`src/rtl/tif_pkg.sv`:
```
// Shared types for the PHY test interface master.
// Assumes 8 pin steps per transfer; step numbering is behaviour, not layout.
package tif_pkg;

    typedef enum logic [1:0] {
        TIF_OP_WRITE   = 2'd0,
        TIF_OP_READ    = 2'd1,
        TIF_OP_CLR_SET = 2'd2,
        TIF_OP_CLR_REL = 2'd3
    } tif_op_e;

    typedef enum logic [2:0] {
        ACT_CLK_HI,
        ACT_CLK_LO,
        ACT_EN_HI,
        ACT_EN_LO,
        ACT_DIN,
        ACT_CLR_HI,
        ACT_CLR_LO,
        ACT_NOP
    } tif_act_e;

    localparam int STEP_W = 3;
    localparam logic [STEP_W-1:0] XFER_LAST_STEP = 3'd7;
    localparam logic [STEP_W-1:0] CODE_DIN_STEP  = 3'd1;
    localparam logic [STEP_W-1:0] DATA_DIN_STEP  = 3'd6;
    // A read captures the output bus on the edge that starts this step.
    localparam logic [STEP_W-1:0] CAPTURE_STEP   = 3'd5;

    // Pin action performed at a given step of a given operation.
    function automatic tif_act_e tif_step_act(tif_op_e op, logic [STEP_W-1:0] step);
        tif_act_e a;
        a = ACT_NOP;
        if (op == TIF_OP_CLR_SET) begin
            a = ACT_CLR_HI;
        end else if (op == TIF_OP_CLR_REL) begin
            a = ACT_CLR_LO;
        end else begin
            case (step)
                3'd0: a = ACT_CLK_HI;
                3'd1: a = ACT_DIN;
                3'd2: a = ACT_EN_HI;
                3'd3: a = ACT_CLK_LO;
                3'd4: a = ACT_EN_LO;
                3'd5: a = ACT_CLK_LO;
                3'd6: a = ACT_DIN;
                default: a = ACT_CLK_HI;
            endcase
        end
        return a;
    endfunction

endpackage

```
`src/rtl/tif_hold_timer.sv`:
```
// Hold timer: after a load it reports expiry HOLD_CYC cycles later.
// Assumes HOLD_CYC >= 1; load has priority over counting.
module tif_hold_timer #(
    parameter int HOLD_CYC = 100
) (
    input  logic clk,
    input  logic rst_n,
    input  logic load,
    output logic expired
);
    localparam int CNT_W = (HOLD_CYC > 1) ? $clog2(HOLD_CYC + 1) : 1;

    logic [CNT_W-1:0] cnt_q;

    // Count down from HOLD_CYC-1 to zero after each load.
    always_ff @(posedge clk) begin
        if (!rst_n) begin
            cnt_q <= '0;
        end else if (load) begin
            cnt_q <= CNT_W'(HOLD_CYC - 1);
        end else if (cnt_q != '0) begin
            cnt_q <= cnt_q - 1'b1;
        end
    end

    assign expired = (cnt_q == '0);
endmodule

```
`src/rtl/tif_sequencer.sv`:
```
// Command sequencer: takes one command at a time and steps through its pin
// actions, one per hold interval, capturing and returning the result byte.
// Assumes hold_done is the expiry of a timer loaded on every act_fire.
module tif_sequencer
    import tif_pkg::*;
#(
    parameter int DATA_W = 8,
    parameter int SEL_W  = 1
) (
    input  logic              clk,
    input  logic              rst_n,
    input  logic              cmd_valid,
    output logic              cmd_ready,
    input  tif_op_e           cmd_op,
    input  logic [SEL_W-1:0]  cmd_phy,
    input  logic [DATA_W-1:0] cmd_code,
    input  logic [DATA_W-1:0] cmd_wdata,
    input  logic              hold_done,
    input  logic [DATA_W-1:0] tdout_sel,
    output logic [SEL_W-1:0]  cur_phy,
    output logic              act_fire,
    output tif_act_e          act_kind,
    output logic [SEL_W-1:0]  act_phy,
    output logic [DATA_W-1:0] act_byte,
    output logic              rsp_valid,
    output logic [DATA_W-1:0] rsp_data
);
    typedef enum logic { SQ_IDLE, SQ_RUN } sq_state_e;

    sq_state_e         state_q;
    tif_op_e           op_q;
    logic [SEL_W-1:0]  phy_q;
    logic [DATA_W-1:0] code_q;
    logic [DATA_W-1:0] wdata_q;
    logic [DATA_W-1:0] cap_q;
    logic [STEP_W-1:0] step_q;

    logic              accept;
    logic              at_last;
    logic              advance;
    logic              finish;
    logic              is_xfer_q;
    logic [STEP_W-1:0] nxt_step;
    tif_op_e           nxt_op;

    // Decode handshake and step progress.
    always_comb begin
        is_xfer_q = (op_q == TIF_OP_WRITE) || (op_q == TIF_OP_READ);
        at_last   = is_xfer_q ? (step_q == XFER_LAST_STEP) : (step_q == '0);
        accept    = (state_q == SQ_IDLE) && cmd_valid;
        advance   = (state_q == SQ_RUN) && hold_done && !at_last;
        finish    = (state_q == SQ_RUN) && hold_done && at_last;
        nxt_step  = accept ? '0 : (step_q + 1'b1);
        nxt_op    = accept ? cmd_op : op_q;
    end

    // Select the pin action and its byte for the step now starting.
    always_comb begin
        act_fire = accept || advance;
        act_kind = tif_step_act(nxt_op, nxt_step);
        act_phy  = accept ? cmd_phy : phy_q;
        if (nxt_step == CODE_DIN_STEP) begin
            act_byte = code_q;
        end else if (op_q == TIF_OP_READ) begin
            act_byte = cap_q;
        end else begin
            act_byte = wdata_q;
        end
    end

    // Command state, step counter, read capture and response.
    always_ff @(posedge clk) begin
        if (!rst_n) begin
            state_q   <= SQ_IDLE;
            op_q      <= TIF_OP_WRITE;
            phy_q     <= '0;
            code_q    <= '0;
            wdata_q   <= '0;
            cap_q     <= '0;
            step_q    <= '0;
            rsp_valid <= 1'b0;
            rsp_data  <= '0;
        end else begin
            rsp_valid <= 1'b0;
            if (accept) begin
                state_q <= SQ_RUN;
                op_q    <= cmd_op;
                phy_q   <= cmd_phy;
                code_q  <= cmd_code;
                wdata_q <= cmd_wdata;
                step_q  <= '0;
            end else if (advance) begin
                step_q <= nxt_step;
                if ((op_q == TIF_OP_READ) && (nxt_step == CAPTURE_STEP)) begin
                    cap_q <= tdout_sel;
                end
            end else if (finish) begin
                state_q <= SQ_IDLE;
                if (is_xfer_q) begin
                    rsp_valid <= 1'b1;
                    rsp_data  <= (op_q == TIF_OP_READ) ? cap_q : tdout_sel;
                end
            end
        end
    end

    assign cmd_ready = (state_q == SQ_IDLE);
    assign cur_phy   = phy_q;
endmodule

```
`src/rtl/tif_pin_bank.sv`:
```
// Pin bank for one PHY instance: holds its test pins and applies an action
// only when that action is addressed to this instance.
// Assumes at most one action per cycle.
module tif_pin_bank
    import tif_pkg::*;
#(
    parameter int DATA_W = 8,
    parameter int SEL_W  = 1,
    parameter int INDEX  = 0
) (
    input  logic              clk,
    input  logic              rst_n,
    input  logic              act_fire,
    input  tif_act_e          act_kind,
    input  logic [SEL_W-1:0]  act_phy,
    input  logic [DATA_W-1:0] act_byte,
    output logic              tclk,
    output logic              ten,
    output logic [DATA_W-1:0] tdin,
    output logic              tclr
);
    logic hit;

    assign hit = act_fire && (act_phy == SEL_W'(INDEX));

    // Apply the addressed action to this instance's pins.
    always_ff @(posedge clk) begin
        if (!rst_n) begin
            tclk <= 1'b0;
            ten  <= 1'b0;
            tdin <= '0;
            tclr <= 1'b0;
        end else if (hit) begin
            case (act_kind)
                ACT_CLK_HI: tclk <= 1'b1;
                ACT_CLK_LO: tclk <= 1'b0;
                ACT_EN_HI:  ten  <= 1'b1;
                ACT_EN_LO:  ten  <= 1'b0;
                ACT_DIN:    tdin <= act_byte;
                ACT_CLR_HI: tclr <= 1'b1;
                ACT_CLR_LO: tclr <= 1'b0;
                default:    ;
            endcase
        end
    end
endmodule

```
`src/rtl/phy_test_if_master.sv`:
```
// PHY test interface master: runs write, read and test-clear commands on
// the test port of the selected PHY instance, one pin change per hold.
// Assumes cmd_phy < NUM_PHY and HOLD_CYC >= 1.
module phy_test_if_master
    import tif_pkg::*;
#(
    parameter int NUM_PHY  = 2,
    parameter int DATA_W   = 8,
    parameter int HOLD_CYC = 100,
    parameter int SEL_W    = (NUM_PHY > 1) ? $clog2(NUM_PHY) : 1
) (
    input  logic                      clk,
    input  logic                      rst_n,
    input  logic                      cmd_valid,
    output logic                      cmd_ready,
    input  logic [1:0]                cmd_op,
    input  logic [SEL_W-1:0]          cmd_phy,
    input  logic [DATA_W-1:0]         cmd_code,
    input  logic [DATA_W-1:0]         cmd_wdata,
    output logic                      rsp_valid,
    output logic [DATA_W-1:0]         rsp_data,
    output logic [NUM_PHY-1:0]        tclk_o,
    output logic [NUM_PHY-1:0]        ten_o,
    output logic [NUM_PHY*DATA_W-1:0] tdin_o,
    output logic [NUM_PHY-1:0]        tclr_o,
    input  logic [NUM_PHY*DATA_W-1:0] tdout_i
);
    logic              hold_done;
    logic              act_fire;
    tif_act_e          act_kind;
    logic [SEL_W-1:0]  act_phy;
    logic [DATA_W-1:0] act_byte;
    logic [SEL_W-1:0]  cur_phy;
    logic [DATA_W-1:0] tdout_sel;
    logic [DATA_W-1:0] dout_arr [NUM_PHY];

    tif_hold_timer #(.HOLD_CYC(HOLD_CYC)) u_timer (
        .clk     (clk),
        .rst_n   (rst_n),
        .load    (act_fire),
        .expired (hold_done)
    );

    tif_sequencer #(.DATA_W(DATA_W), .SEL_W(SEL_W)) u_seq (
        .clk       (clk),
        .rst_n     (rst_n),
        .cmd_valid (cmd_valid),
        .cmd_ready (cmd_ready),
        .cmd_op    (tif_op_e'(cmd_op)),
        .cmd_phy   (cmd_phy),
        .cmd_code  (cmd_code),
        .cmd_wdata (cmd_wdata),
        .hold_done (hold_done),
        .tdout_sel (tdout_sel),
        .cur_phy   (cur_phy),
        .act_fire  (act_fire),
        .act_kind  (act_kind),
        .act_phy   (act_phy),
        .act_byte  (act_byte),
        .rsp_valid (rsp_valid),
        .rsp_data  (rsp_data)
    );

    for (genvar i = 0; i < NUM_PHY; i++) begin : g_phy
        tif_pin_bank #(.DATA_W(DATA_W), .SEL_W(SEL_W), .INDEX(i)) u_bank (
            .clk      (clk),
            .rst_n    (rst_n),
            .act_fire (act_fire),
            .act_kind (act_kind),
            .act_phy  (act_phy),
            .act_byte (act_byte),
            .tclk     (tclk_o[i]),
            .ten      (ten_o[i]),
            .tdin     (tdin_o[i*DATA_W +: DATA_W]),
            .tclr     (tclr_o[i])
        );
        assign dout_arr[i] = tdout_i[i*DATA_W +: DATA_W];
    end

    assign tdout_sel = dout_arr[cur_phy];
endmodule

```
`config.mk`:
```
export PLATFORM = sky130hd
export DESIGN_NAME = phy_test_if_master
export DESIGN_NICKNAME = d
export VERILOG_FILES = /design/src/rtl/tif_pkg.sv /design/src/rtl/tif_hold_timer.sv /design/src/rtl/tif_sequencer.sv /design/src/rtl/tif_pin_bank.sv /design/src/rtl/phy_test_if_master.sv
export SDC_FILE = /design/constraint.sdc
export NUM_CORES = 1
export LEC_CHECK = 0
export ABC_AREA = 1
export BUFFER_PORTS_ARGS = -buffer_cell sky130_fd_sc_hd__buf_2
export CAP_MARGIN = 20
export CORE_ASPECT_RATIO = 0.8
export CORE_MARGIN = 8
export CORE_UTILIZATION = 27
export DETAILED_ROUTE_END_ITERATION = 16
export HOLD_SLACK_MARGIN = 0.02
export PLACE_DENSITY_LB_ADDON = 0.15
export SLEW_MARGIN = 40
export SYNTH_ARGS = -nofsm -noshare
export SYNTH_HDL_FRONTEND = slang
export SYNTH_SLANG_ARGS = --single-unit
```
`constraint.sdc`:
```
create_clock -name clk -period 2 [get_ports clk]
set_input_delay 0.1 -clock clk [delete_from_list [all_inputs] [get_ports clk]]
set_output_delay 0.1 -clock clk [all_outputs]
set_load 0.03 [all_outputs]
```
== Word level (Yosys, flattened, before mapping) ==
Index checks and enable logic that the tools add are counted.
Cells by class
  add/subtract/negate cells: 2
  multiply operators: 0
  div/mod/pow operators: 0
  $lt $le $gt $ge: 1
  equal/unequal tests: 17
  shifts and indexed selects: 0
  muxes and demuxes: 22
  bitwise gates (word level): 7
  reductions and logical operators: 36
Operator list (count)
  $mux W8: 6
  $eq A3 B3 Y1 const B: 7
  $reduce_and A2 Y1: 9
  $mux W7: 2
  $eq A3 B2 Y1 const B: 4
  $pmux W3 S4: 1
  $reduce_bool A2 Y1: 5
  $mux W3: 3
  $reduce_or A2 Y1: 4
  $logic_and A1 B1 Y1: 7
  $logic_not A7 Y1: 1
  $reduce_bool A7 Y1: 1
  $sub A7 B1 Y7 const B: 1
  $eq A3 B1 Y1 const B: 2
  $logic_not A3 Y1: 2
  $mux W1: 6
  $not A1 Y1: 6
  $pmux W1 S2: 3
  $eq A2 B2 Y1 const B: 2
  $reduce_and A4 Y1: 1
  $reduce_or A4 Y1: 1
  $add A3 B1 Y3 const B: 1
  $reduce_and A3 Y1: 1
  $eq A2 B1 Y1 const B: 1
  other kinds (7): 8
Storage, ports and cells
  flip-flop bits (word level): 69
  bits in latches: 0
  memory bits (writable): 0
  ROM bits: 0
  input port bits: 38
  output and inout port bits: 32
  memories: 0

== Longest topological paths before layout ==
  word-level depth: 11
  mapped depth: 12

== Hierarchy ==
From an unflattened synthesis, not the netlist that was laid out.
Second synthesis, totals
  cells, all modules: 496
  area, all modules: 3415.8 µm²
By module, submodules not included
  tif_sequencer: instances 1, cells an instance 255, area each 1836.8 µm², seq. area each 800.8 µm²
  tif_pin_bank at g_phy[0].u_bank: instances 1, cells an instance 81, area each 549.3 µm², seq. area each 220.2 µm²
  tif_pin_bank at g_phy[1].u_bank: instances 1, cells an instance 78, area each 524.3 µm², seq. area each 220.2 µm²
  tif_hold_timer: instances 1, cells an instance 56, area each 400.4 µm², seq. area each 140.1 µm²
  phy_test_if_master: instances 1, cells an instance 26, area each 105.1 µm², seq. area each 0.0 µm²

== Worst setup path after synthesis ==
OpenSTA, ideal clock, no wires.
  kind: register -> register
  start point: reg u_seq.step_q[0]
  end point: reg g_phy[0].u_bank.tdin[5]
  setup time: 113 ps
  arrival: 1674 ps
  required time: 1887 ps
  path slack: 214 ps
  cell stages (with the launch flop): 12
  cells stage by stage: dfxtp_1 > ha_1 > ha_1 > inv_1 > nand3_1 > nand2_1 > nand2_2 > nor2_4 > nand3_4 > buf_6 > nor2_1 > nor2_1
On the way
  word-level cells in the longest chain between the ends: 9
  elaborated cells between the ends (all ways): 23
  those cells by class: 1 x add/sub; 8 x eq/ne; 6 x mux; 8 x reduce/logical
Ends and longest elaborated chain
  start: declaration: RTL line tif_sequencer.sv:36  | logic [STEP_W-1:0] step_q;
  start signal: assignment: RTL line tif_sequencer.sv:93  | step_q <= nxt_step;
  $add A3 B1 Y3: RTL line tif_sequencer.sv:53  | nxt_step = accept ? '0 : (step_q + 1'b1);
  $mux W3: RTL line tif_sequencer.sv:53
  $eq A3 B3 Y1, or another cell as far along: RTL line tif_pkg.sv:39  | case (step)
  $reduce_or A2 Y1 (no source line)
  $pmux W3 S4: RTL line tif_pkg.sv:39
  $mux W3: RTL line tif_pkg.sv:36  | end else if (op == TIF_OP_CLR_REL) begin
  $mux W3: RTL line tif_pkg.sv:34  | if (op == TIF_OP_CLR_SET) begin
  $eq A3 B3 Y1: RTL line tif_pin_bank.sv:34  | case (act_kind)
  $reduce_and A2 Y1 (no source line)
  end signal: assignment: RTL line tif_pin_bank.sv:39  | ACT_DIN: tdin <= act_byte;
  end: declaration: RTL line tif_pin_bank.sv:19  | output logic [DATA_W-1:0] tdin,
Several ways; a longest one is shown, not always the timed one.
A chain may end at the register's enable or synchronous reset.

== Final worst setup path ==
  start point: reg u_seq.step_q[0]
  end point: reg g_phy[1].u_bank.tdin[3]
On the way
  word-level cells in the longest chain between the ends: 9
  elaborated cells between the ends (all ways): 23
  those cells by class: 1 x add/sub; 8 x eq/ne; 6 x mux; 8 x reduce/logical
Ends and longest elaborated chain (RTL line)
  $add A3 B1 Y3: tif_sequencer.sv:53
  $mux W3: tif_sequencer.sv:53
  $eq A3 B3 Y1, or another cell as far along: tif_pkg.sv:39
  $reduce_or A2 Y1 (no source line)
  $pmux W3 S4: tif_pkg.sv:39
  $mux W3: tif_pkg.sv:36
  $mux W3: tif_pkg.sv:34
  $eq A3 B3 Y1: tif_pin_bank.sv:34
  $reduce_and A2 Y1 (no source line)
  end signal: assignment: tif_pin_bank.sv:39
  end: declaration: tif_pin_bank.sv:19
Several ways; a longest one is shown, not always the timed one.

==> results.tsv <==
metric	value	unit
normalized max-slew margin	0.701	
Worst Setup Start Kind	register	
CP max FO	8	
Die ar.	0.0163	mm2
Comb pwr share	0.185	
CP arrival	2070	ps
worst ir drop on vdd	0.000428	V
Post-Syn Area	0.00335	mm2
Max Cap Violations	0	
complex-gate fraction of the synthesized area	0.161	
IO Port Bufs	69	
sw frac	0.280	
buffer levels on the longest clock path	2	
mux contribution to synthesized area	0.0239	
part of the Yosys area used for sequential elements	0.412	
GR peak layer	met2	
grt total ovfl	0	
Total GRT Usage	0.110	
Root Driver	clkbuf_16	
met1 Use GR	0.134	
# hold bufs at CTS	0	
post-layout minimum cycle time	1850	ps
Worst R2R Setup Slack	150	ps
final net count	571	
area leader, netlist	dfxtp_1	
H-tree depth reported by CTS	3	
Psw	0.00116	W
Vias/cell	4.33	
final WL	8690	um
Worst-Skew Late Latency	330	ps
RSZ-0062 raised after global routing	false	
cell family with most CP delay	simple AND/OR/NAND/NOR gates	
initial antenna violation count	0	
leakage power	1.93	nW
ant diodes	0	
die height	116	um
Area Growth Syn to Fin	25.8	%
Starting DRT DRC Count	77	
Detail Route Antenna Nets	0	
Synth top area share	0.412	
crit path capture type	register	
share of post-route cells with drive strength above 1	0.246	
simple logic cell fraction of the synthesized area	0.251	
Worst Hold End	u_seq.wdata_q[5]	
Synth Area in Adders	0.0187	
Slew Limit Fails	0	
Max stage delay cell, worst path	dfxtp_4	
clock sinks	69	
fin crit share	0.923	
HPWL Detailed	6190	um
Initial Util	0.276	
synth unique cells	32	
total core area	0.0122	mm2
critical path required time	2230	ps
most numerous cell on the critical path	nor2_1	
hold path depth	3	
Worst Path Buf+Inv	1	
Worst Hold Class	input pin to register	
hold_sp	cmd_wdata[5]	
pin slew with the least headroom to its limit	448	ps
CTS tree	built	
RR Startpoint	u_seq.step_q[0]	
Vias	2965	
largest family of logic cells by synthesized area	simple AND/OR/NAND/NOR gates	
CTS Buf Count	9	
share of total power in the clock network	0.447	
final setup violation count	0	
Placed Cells	667	
CP peak stage delay	390	ps
Routability Congestion	0.783	
DR pass1 iterations	4	
syn_nets	503	
Final Hold Fails	0	
Mapped Cells	460	
Worst path depth	9	
wire length per cell	12.7	um
clk slew on worst S/H paths	60	ps
Die W	141	um
#FFs+latches synth	69	
Pwr Density	984	mW/mm2
TNS Setup	0	ps
largest cells by area after synthesis	dfxtp_1 41%, nand2_1 9.5%, inv_1 7.1%, o21ai_0 6.6%, a21oi_1 6.4%	
met2 usage	0.173	
R2R cell count	9	
vias in the first global route	2977	
internal power	0.00299	W
Residual DRC	0	
Post-Synth XOR/XNOR Area	0.0105	
I/O Pins	70	
global-route wire length before repair	14200	um
Worst R2R End	g_phy[1].u_bank.tdin[3]	
Fmax	542	MHz
Crit Path Category	register to register	
final cell count without fillers	685	
met3 usage	0.0449	
Mean Syn Cell Area	7.28	um2
outcome	completed	
Reg power frac	0.368	
Filler Cell Count	1320	
synth warn	0	
pin count of the biggest net entering global routing	47	
clock skew	5.90	ps
crit-path cells	inv_1, ha_1, nand3_1, nand2_1, nand2_2, nor2_4, nand3_4, nor2_1, nor2_1	
row cnt	36	
-- per-stage QoR --
| step | power, W | worst slack [ps] | util | hold slack, ps | cell area (um2) |
|---|---|---|---|---|---|
| global placement | 0.00231 | 130 | 0.313 | 381 | 3800 |
| CTS | 0.00421 | 20.3 | 0.341 | 34.1 | 4150 |
| global route | 0.00440 | 3.59 | 0.347 | 58.6 | 4220 |
| finish | 0.00415 | 155 | 0.347 | 45.5 | 4220 |
| detailed placement | 0.00232 | 31.6 | 0.313 | 388 | 3800 |
| floorplan | 0.00214 | 214 | - | 261 | 3350 |
-- final cells by class --
class,count,area (um2),share of cell area
tap,152,190,0.0451
timing repair buffer,79,420,0.0997
clock inverter,6,110,0.0261
inverter,68,255,0.0605
multi-input combinational,301,1620,0.383
clock buffer,10,239,0.0567
sequential,69,1390,0.328
-- synth_stat cells --
| master | n |
|---|---|
| buf_2 | 5 |
| nand4_1 | 2 |
| nor2_1 | 56 |
| buf_6 | 3 |
| nand3_4 | 3 |
| dfxtp_1 | 69 |
| o21ai_2 | 7 |
| nand2_1 | 85 |
| o21ai_0 | 44 |
| xor2_1 | 4 |
| ha_1 | 5 |
| o21ai_4 | 1 |
| a21oi_1 | 43 |
| nand3b_1 | 8 |
| o31ai_1 | 2 |
| nand2_4 | 2 |
| buf_1 | 1 |
| nand2_2 | 5 |
| nor2_4 | 2 |
| nor3_1 | 2 |
| inv_2 | 3 |
| or2_2 | 1 |
| clkinv_1 | 2 |
| buf_12 | 1 |
| o21ai_1 | 2 |
| buf_4 | 6 |
| nor2_2 | 3 |
| mux2i_1 | 8 |
| nand3_2 | 1 |
| inv_1 | 63 |
| nand3_1 | 13 |
| clkbuf_1 | 8 |
-- power by group through the flow --
stage          registers (W)  clock network [W]  logic (W)
5_1_grt              0.00154            0.00198   0.000881
3_3_place_gp         0.00156                  0   0.000751
4_1_cts              0.00153            0.00192   0.000759
6_report             0.00153            0.00185   0.000768
2_1_floorplan        0.00160                  0   0.000543
3_5_place_dp         0.00156                  0   0.000757
-- how the worst max path moves through the flow --
stage	startpoint	endpoint	slack [ps]
6_report	u_seq.step_q[0]	g_phy[1].u_bank.tdin[3]	150
5_1_grt	u_seq.step_q[0]	g_phy[0].u_bank.tdin[2]	4
4_1_cts	u_seq.step_q[0]	g_phy[1].u_bank.tdin[3]	20
3_5_place_dp	u_seq.step_q[0]	g_phy[1].u_bank.tdin[3]	30
3_3_place_gp	u_seq.step_q[0]	g_phy[1].u_bank.tdin[5]	130
2_1_floorplan	u_seq.step_q[0]	g_phy[0].u_bank.tdin[5]	210
-- routing by layer --
metal / vias up / part of all wire
met5: - / 0
met1: 1310 / 0.51
met3: 10 / 0.049
met4: 0 / 0.014
met2: 56 / 0.42
li1: 1589 / -
-- worst reg2reg max path, delay by kind of cell (launching register included) --
| family | cells | cell delay, ps |
|---|---|---|
| simple gates | 7 | 890 |
| flops | 1 | 390 |
| fa+ha+maj | 1 | 370 |
| buf+inv | 1 | 90 |
-- timing repair --
| item | 4_1_cts | 5_1_grt |
|---|---|---|
| resized for setup | 0 | 9 |
| setup buffers | 0 | 0 |
| setup endpoints to repair | 0 | 21 |
-- flip-flops by register name, indices dropped and copies added (netlist names) --
name	cells
u_seq.code_q	8
u_seq.rsp_valid	1
u_timer.cnt_q	7
g_phy.u_bank.tclk	2
u_seq.op_q	2
u_seq.cur_phy	1
g_phy.u_bank.ten	2
g_phy.u_bank.tclr	2
u_seq.state_q	1
u_seq.rsp_data	8
u_seq.wdata_q	8
u_seq.step_q	3
u_seq.cap_q	8
g_phy.u_bank.tdin	16
-- cell families (layout without fill, tap and decap cells) --
family,after synthesis,in the layout
fa+ha+maj,5,5
mux,8,8
buf+inv,92,163
xor+xnor,4,4
simple gates,183,185
compound gates,99,99
flops,69,69
-- cells in the final DEF (no fill, tap or decap) --
master	instances
a21oi_1	43
mux2i_1	8
o21ai_2	7
o21ai_1	2
ha_4	2
inv_2	4
nor2_2	3
nand3_1	12
o21ai_0	44
dfxtp_4	1
clkbuf_8	1
nand3_4	4
xor2_1	4
o31ai_1	2
nor2_4	2
o21ai_4	1
buf_4	10
buf_2	69
ha_1	3
dfxtp_1	68
or2_2	1
nand2_2	6
nand3_2	3
clkinv_2	1
bufinv_16	3
clkbuf_16	9
nand4_1	2
nand2_1	84
nor2_1	56
inv_1	62
clkinvlp_4	2
nand2_4	2
clkinv_1	2
nand3b_1	8
nor3_1	2
Power figures use the tool's default switching activity.
